### src/rtl/loop_level_q.sv
module loop_level_q #(
  parameter int IW       = 10,
  parameter int STEP     = 12,
  parameter int HYS      = 4,
  parameter int TOP      = 280,
  parameter int HOLD_N   = 8,
  parameter int PICK_MIN = 4
) (
  input  logic          clk,
  input  logic          rst_n,
  input  logic          cur_valid,
  input  logic [IW-1:0] cur_level,
  output logic [3:0]    level_code,
  output logic          under_flag,
  output logic          pickup_pulse
);
  localparam int NB   = 15;
  localparam int CNTW = $clog2(HOLD_N + 1);

  logic [3:0]      code_q, up_c, dn_c, code_d;
  logic [CNTW-1:0] run_q;
  logic            pulse_q, changed, pick;

  function automatic int edge_at(int k);
    return (k == NB - 1) ? TOP : STEP * (k + 1);
  endfunction

  always_comb begin
    up_c = '0;
    dn_c = '0;
    for (int k = 0; k < NB; k++) begin
      if (int'(cur_level) > edge_at(k) + HYS) up_c = up_c + 4'd1;
      if (int'(cur_level) + HYS >= edge_at(k)) dn_c = dn_c + 4'd1;
    end
  end

  assign code_d  = (up_c > code_q) ? up_c : (dn_c < code_q) ? dn_c : code_q;
  assign changed = code_d != code_q;
  assign pick    = changed && (code_q >= 4'(PICK_MIN)) &&
                   ({code_d, 1'b0} <= {1'b0, code_q}) && (run_q >= CNTW'(HOLD_N));

  always_ff @(posedge clk) begin
    if (!rst_n) begin
      code_q  <= '0;
      run_q   <= '0;
      pulse_q <= 1'b0;
    end else begin
      pulse_q <= cur_valid && pick;
      if (cur_valid) begin
        code_q <= code_d;
        if (changed)                     run_q <= CNTW'(1);
        else if (run_q < CNTW'(HOLD_N))  run_q <= run_q + CNTW'(1);
      end
    end
  end

  assign level_code   = code_q;
  assign under_flag   = (code_q == 4'd0);
  assign pickup_pulse = pulse_q;
endmodule


### config.mk
export PLATFORM = sky130hd
export DESIGN_NAME = loop_level_q
export DESIGN_NICKNAME = d
export VERILOG_FILES = /design/src/rtl/loop_level_q.sv
export SDC_FILE = /design/constraint.sdc
export NUM_CORES = 1
export LEC_CHECK = 0
export ABC_CLOCK_PERIOD_IN_PS = 15100
export CAP_MARGIN = 40
export CORE_MARGIN = 8
export CORE_UTILIZATION = 38
export DETAILED_ROUTE_END_ITERATION = 8
export GPL_TIMING_DRIVEN = 0
export SYNTH_ARGS = -nofsm -noshare
export SYNTH_HDL_FRONTEND = slang
export SYNTH_SLANG_ARGS = --single-unit
export TNS_END_PERCENT = 30
### constraint.sdc
create_clock -name clk -period 15.1 [get_ports clk]
set_input_delay 4.53 -clock clk [delete_from_list [all_inputs] [get_ports clk]]
set_output_delay 4.53 -clock clk [all_outputs]
set_load 0.01 [all_outputs]
* After elaboration in Yosys (flattened, before gate mapping)
Cells that the tools add are included.
Storage, ports and cells: register bits 9, word-level logic and storage cells 111
Operators by class: add/subtract/negate cells 30, magnitude comparators 36, equality and inequality tests 1, mux-type cells 34, reduce and logical (&&, ||, !) cells 7
Operators by type and width (number):
- 32-bit by 8-bit greater-or-equal comparator with 1-bit output (second input constant) | 5
- 32-bit by 9-bit greater-or-equal comparator with 1-bit output (second input constant) | 4
- 4-bit 2-to-1 mux | 32
- 4-bit by 1-bit adder with 4-bit output (second input constant) | 29
- 32-bit by 7-bit greater-or-equal comparator with 1-bit output (second input constant) | 3
- 10-bit by 7-bit > comparator with 1-bit output (second input constant) | 6
- 10-bit by 8-bit > comparator with 1-bit output (second input constant) | 4
- 32-bit by 5-bit greater-or-equal comparator with 1-bit output (second input constant) | 1
- 32-bit by 6-bit greater-or-equal comparator with 1-bit output (second input constant) | 1
- 10-bit by 5-bit > comparator with 1-bit output (second input constant) | 2
- 10-bit by 6-bit > comparator with 1-bit output (second input constant) | 2
- 10-bit by 3-bit adder with 11-bit output (second input constant) | 1
- 11-bit by 9-bit greater-or-equal comparator with 1-bit output (second input constant) | 1
- 10-bit by 9-bit > comparator with 1-bit output (second input constant) | 1
- 5-bit by 4-bit less-or-equal comparator with 1-bit output | 1
- 4-bit by 3-bit greater-or-equal comparator with 1-bit output (second input constant) | 1
- 4-bit greater-or-equal comparator (second input constant) | 1
- 4-bit > comparator | 1
- 1-bit logical AND | 4
- 4-bit zero test | 1
- 4-bit less-than comparator | 1
- 4-bit less-than comparator (second input constant) | 1
- 4-bit != test | 1
- 1-bit 2-to-1 mux | 2
- 2 further kinds | 2

* Logic depth before layout (Yosys ltp)
Gate-level depths: netlist of run 1.
depth after elaboration 39, gate-level depth with buffers 64, mapped depth without buffers 61

* Least setup slack after synthesis of run 1
No wires, ideal clock.
path type input -> register, from input cur_level[2], to register pulse_q, in the netlist pickup_pulse, library setup time 0.073 ns, arrival 15.380 ns, required time 15.027 ns, slack -0.353 ns, stages on the path 62, path buffers 3, path through clkbuf_1 -> inv_1 -> ha_1 -> or3b_1 -> a211oi_1 -> ha_1 -> clkinv_1 -> xnor2_1 -> ha_1 -> o21ai_0 -> nand2_1 -> ha_1 -> nor2_1 -> a31o_2 -> inv_1 -> ha_1 -> nand2_1 -> o21ai_1 -> [26 not listed] -> ha_1 -> nor2b_1 -> or2_2 -> ha_1 -> nor2b_1 -> o21ai_0 -> nand2b_1 -> a21oi_1 -> a41o_1 -> buf_1 -> clkbuf_1 -> a21oi_1 -> ha_1 -> a21o_1 -> a21oi_1 -> a41o_1 -> o2111ai_1 -> nor3b_2
On the way: word-level cells in the longest chain between the ends 39
RTL lines:
- from (decl) | line 12 | input logic [IW-1:0] cur_level,
- 10-bit by 3-bit adder with 11-bit output | line 33 | if (int'(cur_level) + HYS >= edge_at(k)) dn_c = dn_c + 4'd1;
- 32-bit by 5-bit greater-or-equal comparator with 1-bit output | line 33
- 1-bit 2-to-1 mux | line 33
- 4-bit by 1-bit adder with 4-bit output | line 33
- 4-bit 2-to-1 mux | line 33
- 4-bit by 1-bit adder with 4-bit output | line 33
- 4-bit 2-to-1 mux | line 33
- 4-bit by 1-bit adder with 4-bit output | line 33
- [23 not listed]
- 4-bit less-than comparator | line 37 | assign code_d = (up_c > code_q) ? up_c : (dn_c < code_q) ? dn_c : code_q;
- 4-bit 2-to-1 mux | line 37
- 4-bit 2-to-1 mux * | line 37
- via code_d[1] | line 20 | logic [3:0] code_q, up_c, dn_c, code_d;
- branches (longest 2 deep; another with 5-bit by 4-bit less-or-equal comparator with 1-bit output)
- 1-bit logical AND * | line 39 | assign pick = changed && (code_q >= 4'(PICK_MIN)) &&
- 1-bit logical AND * | line 40 | ({code_d, 1'b0} <= {1'b0, code_q}) && (run_q >= CNTW'(HOLD_N));
- 1-bit logical AND * | line 48 | pulse_q <= cur_valid && pick;
- to (signal assigned) | line 48
- to (decl) | line 22 | logic pulse_q, changed, pick;
Mark *: on every way through the listed nets, which the timed path passes. A chain may end at the register's enable or synchronous reset.

* Worst setup path in the final report of run 1
from input cur_level[3], to register pulse_q, in the netlist pickup_pulse
Same word-level chain as after synthesis.

==> run summary, run 1 <==
The number of nets handed over by synthesis was 656. The global-route wire length before repair came out at between 20,000 and 25,000 microns. The area growth from synthesis to layout is 36.4%. For this design the top-level I/O count stands at 19. The height of the die came out at roughly 120 microns. The worst hold path passes through 2 cells.

The worst setup path is launched from an input pin. Among the stages of the critical path, the cell type that occurs most often is ha_4. TritonCTS built the clock tree. The first routing iteration left ~290 violations.

The total overflow left after global routing is 0. The number of iterations in the first detailed-routing pass is 5. Signal routing reaches up to met4. For flop-to-flop paths, the worst setup slack is 11.98 ns.

The worst slew margin relative to its limit came out at ~43%. The count of pins over their slew limit came out at 0. The data required time of the critical path is between 15 and 20 ns. In the synthesized netlist the async set-or-reset flop fraction comes to 0%. The maximum number of pins on one net before global-route repair is 11. Across the run, the number of max-cap violations was 0. Setup repair after global routing could not meet its margin everywhere.

The longest clock path from root to sink contains 2 buffers. The launching point of the worst reg2reg path is level_code[2]. After legalization and detailed placement, the total HPWL measured 9590 microns. The static power due to leakage came out at 2.42 nW. The sequential-to-total area share from yosys stat came out at under 10%.

The fraction of layout instances using a drive strength above 1 came out at between 30% and 40%. Synthesis produced a netlist whose cell count is about 600. The number of antenna diodes in the final layout is 0. The count of H-tree levels built during CTS is 1.

The post-detailed-route count of antenna-violating nets is 0. The global placement routability congestion came out at between 0.8 and 0.9. The largest fanout on the critical path is 7. The floorplan has 39 rows. The amount of wire on met3 after detailed routing came out at between 200 and 300 microns. After detailed routing, the number of remaining DRC violations is 0. Counting flops with a built-in enable in the synthesized netlist gives 0. The setup path with the least slack is of type input pin to register. The effective utilization at floorplan came out at between 30 and 40%.

The kind of capture point of the worst setup path is a register. The yosys synthesis warning count came out at 0. The combined global-route utilization of all metal layers is roughly 17%. The routed length per instance is ~16 microns. The longest individual stage delay on the worst path came out at between 0.3 and 0.4 ns. The final clock skew came out at around 0.0027 ns.

The path class of the tightest hold or removal check is register to register. The netlist uses 91 different library cells. Setup violations remaining at the end of the flow were counted as 0.

The root buffer cell chosen for the clock tree is clkbuf_16. The number of standard cells in the final layout excluding fillers came out at ~830. The CTS sink count came out at 9. In the final timing run, aggregate negative setup slack is 0 ns. Tracing the worst setup path back leads to its startpoint at cur_level[3]. At the pin with the least slew margin, the transition time is 0.857 ns. Derived from the worst setup path, the maximum achievable clock frequency is about 0.066 GHz. The library cell used most frequently in the layout, excluding fill and tap cells, is buf_4. The arrival time at the worst endpoint is between 15 and 20 ns. The routed metal-1 wirelength is between 6000 and 7000 microns. The later pin in the worst-skew pair is clocked with a latency of 0.24 ns. The worst-path cell with the longest stage delay is ha_1. Across the VDD grid, the largest voltage drop is 0.250 mV. The overall die area is around 15,000 sq um.

The combined area of all synthesized cells is about 4400 sq um. The number of vias in the routed layout came out at 4,780. The total clock buffers created by CTS is 3. The synthesized area divided by synthesized cell count came out at roughly 7.4 sq um. Clock-pin slew was measured on the worst setup and hold paths at ~0.040 ns. The final-report hold violation count came out at 0.

The pre-CTS setup slack is -2.06 ns. The flow ran to the end, and the final reports show no timing, DRC or antenna violations. The via count of the first global-routing pass is 4,626. The region available for standard cell placement spans about 11,000 sq um. The final worst setup slack is ~0.021 ns. The final clock period utilization by the worst path is between 90 and 100%.

In this run the worst setup path terminates at pickup_pulse. The net count of the finished layout is about 740. The number of hold-repair buffers added at the cts stage is 0.

The most used flip-flop cell after synthesis is dfxtp_1. The number of vias per cell is around 5.8. After synthesis the netlist holds a flip-flop and latch count of 9. The power density of the placed cells came out at ~280 nW/um^2. The horizontal extent of the die is 124 microns. The number of antenna violations at the first check in global routing was 0. The clock period minus worst slack is approximately 15 ns.

In this run the tool buffered the top-level ports with 14 buffer cells. The sum of met2 wire segment lengths after detailed routing came out at about 6900 microns. The detailed-route wire length is between 10,000 and 15,000 microns. The worst register-to-register path has a depth of 16. The library cells used most frequently in the layout, excluding fill and tap cells, are 67 x buf_4, 50 x nand2_1, 44 x nor2_1, 37 x xnor2_1, 29 x ha_1. The number of cells in the design after placement came out at between 700 and 800.

The capturing point of the worst reg2reg path is pickup_pulse.
-- where the power goes --
group | internal (mW) | switching (mW) | total (mW)
Combinational | 0.813 | 0.766 | 1.58
Clock | 0.0353 | 0.0117 | 0.0470
Sequential | 0.0306 | 0.00962 | 0.0403
-- worst max-delay path, delay by kind of cell --
family                   cells  cell delay (ns)
multiplexers                 4             0.73
AO/OA/AOI/OAI               21             3.03
AND/OR/NAND/NOR             10             1.34
adder cells (fa/ha/maj)     14             3.48
buffers and inverters       12             1.46
XOR/XNOR                     3             0.63
-- registers in the layout (all words and copies together) (netlist names) --
name,flops
level_code,4
pickup_pulse,1
run_q,4
-- per-stage QoR --
| step | util, % | power (mW) | hold WS, ns | cell area [sq um] |
|---|---|---|---|---|
| after global routing | 52.8 | 1.79 | 0.533 | 6000 |
| after floorplan | - | 0.883 | 0.469 | 4410 |
| after global placement | 41.6 | 1.04 | 0.487 | 4720 |
| after CTS | 48.4 | 1.35 | 0.503 | 5500 |
| final | 52.8 | 1.67 | 0.507 | 6000 |
| after detailed placement | 41.6 | 1.09 | 0.497 | 4720 |
-- how the worst min path moves through the flow --
stage             start  endpoint  slack, ns
2_1_floorplan  run_q[2]  run_q[2]       0.47
3_3_place_gp   run_q[2]  run_q[2]       0.49
3_5_place_dp   run_q[2]  run_q[2]       0.50
4_1_cts        run_q[2]  run_q[2]       0.50
5_1_grt        run_q[2]  run_q[2]       0.53
6_report       run_q[2]  run_q[2]       0.51
-- metal layers --
layer / global-route usage (%) / up-vias
met5: 0 / -
met3: 0.861 / 21
li1: - / 2372
met2: 31.6 / 89
met1: 20.7 / 2298
met4: 3.46 / 0
-- what timing repair did --
action / CTS / global route
setup buffers: 43 / 26
pin swaps: 34 / 53
setup endpoints to repair: 9 / 8
resized for setup: 119 / 76
-- cell usage after synthesis (4+ instances only) --
cell       instances  area, sq um
a21boi_0           6         45.0
o21ai_0           31          155
clkbuf_1          17         63.8
and3_1             4         25.0
buf_2              5         25.0
xnor2_1           40          350
nand4b_1           4         35.0
a21o_1             6         45.0
nand2b_1          13         81.3
dfxtp_1            9          180
xor2_1            19          166
nand4_1            5         31.3
o211a_1            4         40.0
nor2_1            46          173
or2_2              5         31.3
nand2_1           58          218
mux2i_1           12          120
and2_1             8         50.1
nand3b_1           4         30.0
buf_6              4         45.0
o2111ai_1          7         61.3
xnor2_2            5         81.3
o21bai_1           7         52.6
nor2b_1            8         50.1
inv_1             32          120
nor3_1            13         65.1
or3b_1             4         35.0
ha_1              46          576
a21oi_1           35          175
o211ai_1           4         30.0
nand3_1           15         75.1
a31oi_1           11         68.8
o21a_1             7         52.6
o22ai_1            5         31.3
a211oi_1           6         45.0
mux2_2             4         45.0
-- cell families (layout without fill, tap and decap cells) --
| group | after synthesis | count (layout) | share of synthesized area, % |
|---|---|---|---|
| adders and majority gates | 46 | 46 | 13.1 |
| muxes | 16 | 16 | 3.75 |
| DFF | 9 | 9 | 4.09 |
| xor gates and xnor gates | 72 | 72 | 17.6 |
| and+or+nand+nor | 212 | 212 | 25.9 |
| buffers and inverters | 61 | 147 | 6.03 |
| AOI/OAI and AO/OA | 181 | 181 | 29.6 |
-- layout make-up --
class                   instances  area (sq um)
plain buffers                  28           258
clock buffers                   4          78.8
fillers                      1066          5370
inverters                      33           134
multi-input cells             527          4510
flip-flops and latches          9           180
well taps                     143           179
repair buffers                 82           658
(Power assumes the default switching activity.)
==> inputs of run 2 (changes only) <==
- PLACE_DENSITY: not set -> 0.57
==> run summary, run 2 (synthesis gave the netlist of run 1 again) <==
The run finished with clean final reports. The data required time of the critical path is about 15 ns. The effective utilization at floorplan came out at 38.7%. The largest individual stage delay along the critical path comes from the cell or3b_4. The final-report hold violation count came out at 0. The path with the worst hold slack has its endpoint at run_q[2]. Summing all placed instances gives a cell area of approximately 4700 sq um. The area growth from synthesis to layout came out at 36.3%. The area occupied by registers came out at roughly 180 sq um. The number of antenna violations at the first check in global routing is 0. The worst setup path is launched from an input pin. The worst supply voltage drop on vdd came out at between 0.2 and 0.3 mV. Setup repair after global routing could not meet its margin everywhere. In this run the worst setup path begins at cur_level[3]. The number of max-capacitance violations reported came out at 0. The count of nets left with antenna violations once routing finished came out at 0.

The final worst hold slack is just over 0.5 ns. The final design area excluding fillers came out at 6000 sq um. Counting stages on the worst path, the most repeated cell is ha_1. The power density of the placed cells is approximately 280 nW/um^2. The post-route netlist has a little under a third of its cells at a drive strength greater than 1.

The startpoint of the lowest-slack hold path is run_q[2]. The capturing point of the worst reg2reg path is pickup_pulse. The kind of capture point of the worst setup path is a register. The largest fanout on the critical path is 10. In the layout the commonest cells are 66 x buf_4, 51 x nand2_1, 42 x nor2_1, 35 x xnor2_1, 30 x ha_1.

The number of iterations in the first detailed-routing pass is 5. The number of cells traversed by the worst register-to-register path came out at 14. The routed design has between 10,000 and 15,000 microns of wire. Detailed routing placed a total of a little over 7000 microns of wire on met2.

The highest clock rate came out at 0.0666 GHz. The via count of the first global-routing pass came to 4,857. The number of vias per cell came out at around 5.9.

The final clock skew came out at roughly 0.0033 ns. The number of instances on the worst hold path came out at 2. The I/O pin total is 19. The maximum number of pins on one net before global-route repair is 11.

The register clock-pin slew on the reported worst setup and hold paths came out at around 0.040 ns. The overall die area came out at approximately 15,000 sq um. The total power consumption of the routed design came out at 1.68 mW. The height of the die came out at roughly 120 microns. The critical path is of the input pin to register type. The count of buffers inserted at the top-level ports is 14.

The multi-input logic area came out at around 4500 sq um. The post-layout net count came out at 741. The longest clock path from root to sink contains 2 buffers. The largest single stage delay on the critical path is ~0.39 ns.

Prior to clock tree synthesis, the placed netlist has a worst setup slack of -2.11 ns. After detailed placement, the design holds a cell count of around 750. Among cell families on the critical path, the largest total delay comes from adder cells. The number of diodes added for antenna fixing is 0. The tree is rooted in a clkbuf_16. The CTS sink count came out at 9. The clock reaches the later pin of the worst-skew pair after about 0.23 ns. The number of hold buffers added after CTS was 0.

The HPWL after detailed placement is between 9000 and 10,000 microns. The total grt overflow is 0. The number of vias in the routed layout came out at a little under 5,000. The worst slew margin relative to its limit is about 48%. Summed over all failing endpoints, the final setup total negative slack is 0 ns. The worst min-delay path class is register to register.

The count of pins over their slew limit was 0. Routability-driven placement finished with a final weighted congestion of about 0.86. The clock period minus worst slack came out at between 15 and 20 ns.

TritonCTS built the clock tree. The buffers plus inverters on the worst setup path came out at 11. The core region is about 11,000 sq um. In the detailed route, the total length drawn on met3 is just over 300 microns. The detailed router put a total of about 6300 microns of wire on met1. The register-to-register setup slack came out at between 10 and 15 ns. Excluding fillers, the count of instances in the completed layout stands at a little over 800. The combined global-route utilization of all metal layers came out at between 10% and 20%. Data arrives at the worst endpoint at around 15 ns.

The horizontal extent of the die is ~120 microns. The static power due to leakage came out at about 2.4 nW. In this run the top signal layer used is met4. The final clock period utilization by the worst path came out at 99.4%. The post-detailed-route DRC marker count came out at 0. The number of clock buffers added by TritonCTS is 3. The detailed router's first-iteration violation count is ~270. The setup violation total in the final timing report is 0. The final worst setup slack is approximately 0.09 ns. The placement row count came out at 39. The global-route wire length before repair is between 20,000 and 25,000 microns.

The launching point of the worst reg2reg path is level_code[2]. The count of H-tree levels built during CTS is 1. The core occupancy in the finished layout is between 50% and 60%. The library cell used most frequently in the layout, excluding fill and tap cells, is buf_4.

The number of inserted filler cells in the final layout came out at 1,092. The routed length per instance is roughly 17 microns. The actual transition at the worst max-transition pin came out at between 0.7 and 0.8 ns.
## run 2: cell count changes in the layout (fill, tap and decap cells not counted), sizes merged
cell    previous run  this run
clkbuf            18        17
buf               88        87
## run 2: layout make-up
cell class | count | share of cell area, %
multi-input cells | 527 | 75.2
repair buffers | 80 | 11.0
plain buffers | 28 | 4.25
flip-flops and latches | 9 | 3.00
well taps | 143 | 2.98
inverters | 33 | 2.23
clock buffers | 4 | 1.31
## run 2: tightest hold or removal path, cell delays in order (launching register included)
cell and delay [ns]:
dfxtp_1 0.33, nand3b_1 0.08, nand2_1 0.05
## run 2: power breakdown
part	leakage [nW]	switching (mW)	internal (mW)	total [mW]
logic	2.31	0.749	0.839	1.59
clock network	0.0382	0.0119	0.0353	0.0472
registers	0.0736	0.0100	0.0306	0.0406
## run 2: worst max-delay path by stage
stage	cells after the start	slack, ns	endpoint
after floorplan	62	0.04	pickup_pulse
after global placement	63	-1.92	pickup_pulse
after detailed placement	63	-2.11	pickup_pulse
after CTS	63	0.009	pickup_pulse
after global routing	61	-0.43	run_q[0]
final	64	0.09	pickup_pulse
## run 2: routing by layer
metal  vias to the layer above  GRT usage [%]
met5                         -              0
met4                         0           4.06
met3                        22          0.907
met2                        95           32.5
met1                      2357           21.2
li1                       2368              -
## run 2: repair_timing
item                                   in CTS  in global routing
endpoints found under the hold margin       0                  0
setup endpoints to repair                   9                  9
pin swaps                                  31                 54
setup buffers                              42                 28
gates resized for setup                   114                 77
==> inputs of run 3 (changes only) <==
- CTS_CLUSTER_DIAMETER: not set -> 40
- SETUP_SLACK_MARGIN: not set -> 0.1
- SLEW_MARGIN: not set -> 20
==> run summary, run 3 (synthesis gave the netlist of run 1 again) <==
The number of diodes added for antenna fixing came out at 0. The clock tree from TritonCTS is done. The tightest min-delay check is of the register to register type. The internal portion of the total power is ~800 uW. The sequential group share of total power is 2.6%.

The total grt overflow came out at 0. The path with the worst hold slack has its endpoint at run_q[2]. The most numerous cell type found on the critical path is ha_1.

The effective utilization at floorplan is about two fifths. The via count of the first global-routing pass was roughly 4,500. The count of buffers inserted at the top-level ports is 14.

The longest individual stage delay on the worst path came out at approximately 0.32 ns. The finished cells cover roughly 5900 sq um. The standard cell core area came out at 11,400 sq um. The switching power share of the total is about half.

Setup repair after global routing could not meet its margin everywhere. The overall die area is between 15,000 and 20,000 sq um. The post-layout net count is 727. The power density of the placed cells is roughly 260 nW/um^2.

The detailed router's first-iteration violation count is roughly 240. The largest fanout on the critical path came out at 7. The global-route wire length before repair came out at ~21,000 microns. The kind of capture point of the worst setup path is a register.

The maximum number of pins on one net before global-route repair is 11. The fraction of layout instances using a drive strength above 1 came out at 29.4%. The number of antenna violations at the first check in global routing is 0. After clock tree synthesis, the clock-pin slew on the worst setup and hold paths is 0.04 ns. Counting the fill cells in the layout gives approximately 1,100. The placement row count is 39. The die is approximately 120 microns wide. The height of the die came out at 124 microns. The number of instances on the worst hold path is 2. The later pin in the worst-skew pair is clocked with a latency of 0.23 ns. The final-report hold violation count came out at 0.

STA puts the critical path data arrival time at approximately 15 ns. The power share of the clock group came out at between 3 and 4%. The global placement routability congestion is 0.868. The count of pins over their slew limit is 0. On the critical path, the stage with the largest delay is an instance of ha_1. The final clock period utilization by the worst path came out at 99.5%. Prior to clock tree synthesis, the placed netlist has a worst setup slack of -2.05 ns. Wires add up to 13,300 microns.

After detailed routing, the number of vias per cell comes to ~5.8. The total clock buffers created by CTS is 3. The worst setup path is launched from an input pin. In the routed design, unresolved DRC markers number 0.

The switching power came out at 742 uW. The I/O pin total is 19. The worst supply voltage drop on vdd is 0.242 mV. The buffer depth of the longest clock path came out at 2. The highest clock rate is 0.0666 GHz.

The worst register-to-register path begins at level_code[2]. The HPWL after detailed placement came out at slightly below 10,000 microns. The data required time of the critical path is about 15 ns. The area growth from synthesis to layout came out at 33.0%. The post-detailed-route count of antenna-violating nets is 0. The tree built by TritonCTS fans out to 9 sinks.

The actual transition at the worst max-transition pin is 0.831 ns. In the layout the commonest cells are 51 x nand2_1, 51 x buf_4, 44 x nor2_1, 36 x xnor2_1, 33 x ha_1. For this block, the via count after detailed routing is between 4,000 and 5,000. The critical path is of the input pin to register type. The number of cells traversed by the worst register-to-register path is 16. The flow ran to the end, and the final reports show no timing, DRC or antenna violations.

Setup slack on the worst reg-to-reg path comes out at around 12 ns. The clock period minus worst slack is 15.03 ns. The number of iterations in the first detailed-routing pass is 6. In this run the clock root is driven by a clkbuf_16. The count of H-tree levels built during CTS is 1. Setup violations remaining at the end of the flow were counted as 0. Summed over all cells, the static leakage comes to roughly 2.4 nW. The combined global-route utilization of all metal layers is around 16%.

The startpoint of the lowest-slack hold path is run_q[2]. The share of power burned in combinational logic came out at between 90% and 100%. The routed length per instance is 16.4 microns. The final worst setup slack is 0.0743 ns. The number of max-capacitance violations reported came out at 0. The final clock skew is ~0.00058 ns. The worst slew margin relative to its limit is between 40 and 50%. The placed instances occupy a cell area of around 4700 sq um. The worst register-to-register path ends at pickup_pulse.
==> run 3: cell count changes in the layout (fill, tap and decap cells not counted), moves of 3 or more <==
cell and delta:
nor2_4 -3, ha_1 +3, buf_4 -15, xor2_1 -3, ha_4 -5, inv_1 +3
==> run 3: worst max-delay path: cells and delay by family <==
family          cells  cell delay [ns]
fa+ha+maj          14             3.75
compound gates     21             2.97
simple gates       11             1.48
xor+xnor            6             1.10
buf+inv             6             0.69
mux                 3             0.66
==> run 3: worst max path at each step <==
stage	start	to	slack, ns	cells after the start
2_1_floorplan	cur_level[2]	pickup_pulse	0.12	62
3_3_place_gp	cur_level[2]	pickup_pulse	-1.74	63
3_5_place_dp	cur_level[2]	pickup_pulse	-2.05	63
4_1_cts	cur_level[2]	pickup_pulse	0.10	63
5_1_grt	cur_level[3]	pickup_pulse	-0.51	63
6_report	cur_level[3]	pickup_pulse	0.07	61
==> run 3: area by class of cell <==
type	instances	area [sq um]	area share, %
plain buffers	28	264	4.51
clock buffers	4	78.8	1.35
inverters	33	131	2.24
multi-input cells	527	4470	76.3
flip-flops and latches	9	180	3.08
well taps	143	179	3.06
repair buffers	66	554	9.47
==> run 3: timing repair <==
item,4_1_cts,5_1_grt
pin swaps,30,44
gates cloned,0,1
resized for setup,118,62
setup endpoints to repair,9,8
setup buffers,29,22
hold buffers,0,0
==> run 3: per-stage QoR <==
step | power [mW] | hold WS [ns] | utilization [%] | cells | setup TNS (ns)
after floorplan | 0.893 | 0.469 | - | 597 | 0
after global placement | 1.06 | 0.490 | 41.7 | 754 | -11.62
after detailed placement | 1.09 | 0.509 | 41.7 | 754 | -13.96
after CTS | 1.35 | 0.513 | 47.5 | 787 | 0
after global routing | 1.65 | 0.538 | 51.5 | 810 | -1.72
final | 1.53 | 0.514 | 51.5 | 810 | 0
==> run 3: layer usage <==
metal / track usage (%) / routed length (microns)
met1: 20.7 / 6080
met2: 29.5 / 6550
met3: 0.997 / 359
met4: 3.99 / 269
met5: 0 / 0
==> run 3: power groups by stage <==
| stage | clock network, mW | logic [mW] | registers, mW |
|---|---|---|---|
| 2_1_floorplan | 0 | 0.853 | 0.0390 |
| 3_3_place_gp | 0 | 1.02 | 0.0401 |
| 3_5_place_dp | 0 | 1.05 | 0.0402 |
| 4_1_cts | 0.0474 | 1.27 | 0.0401 |
| 5_1_grt | 0.0487 | 1.56 | 0.0413 |
| 6_report | 0.0469 | 1.44 | 0.0402 |
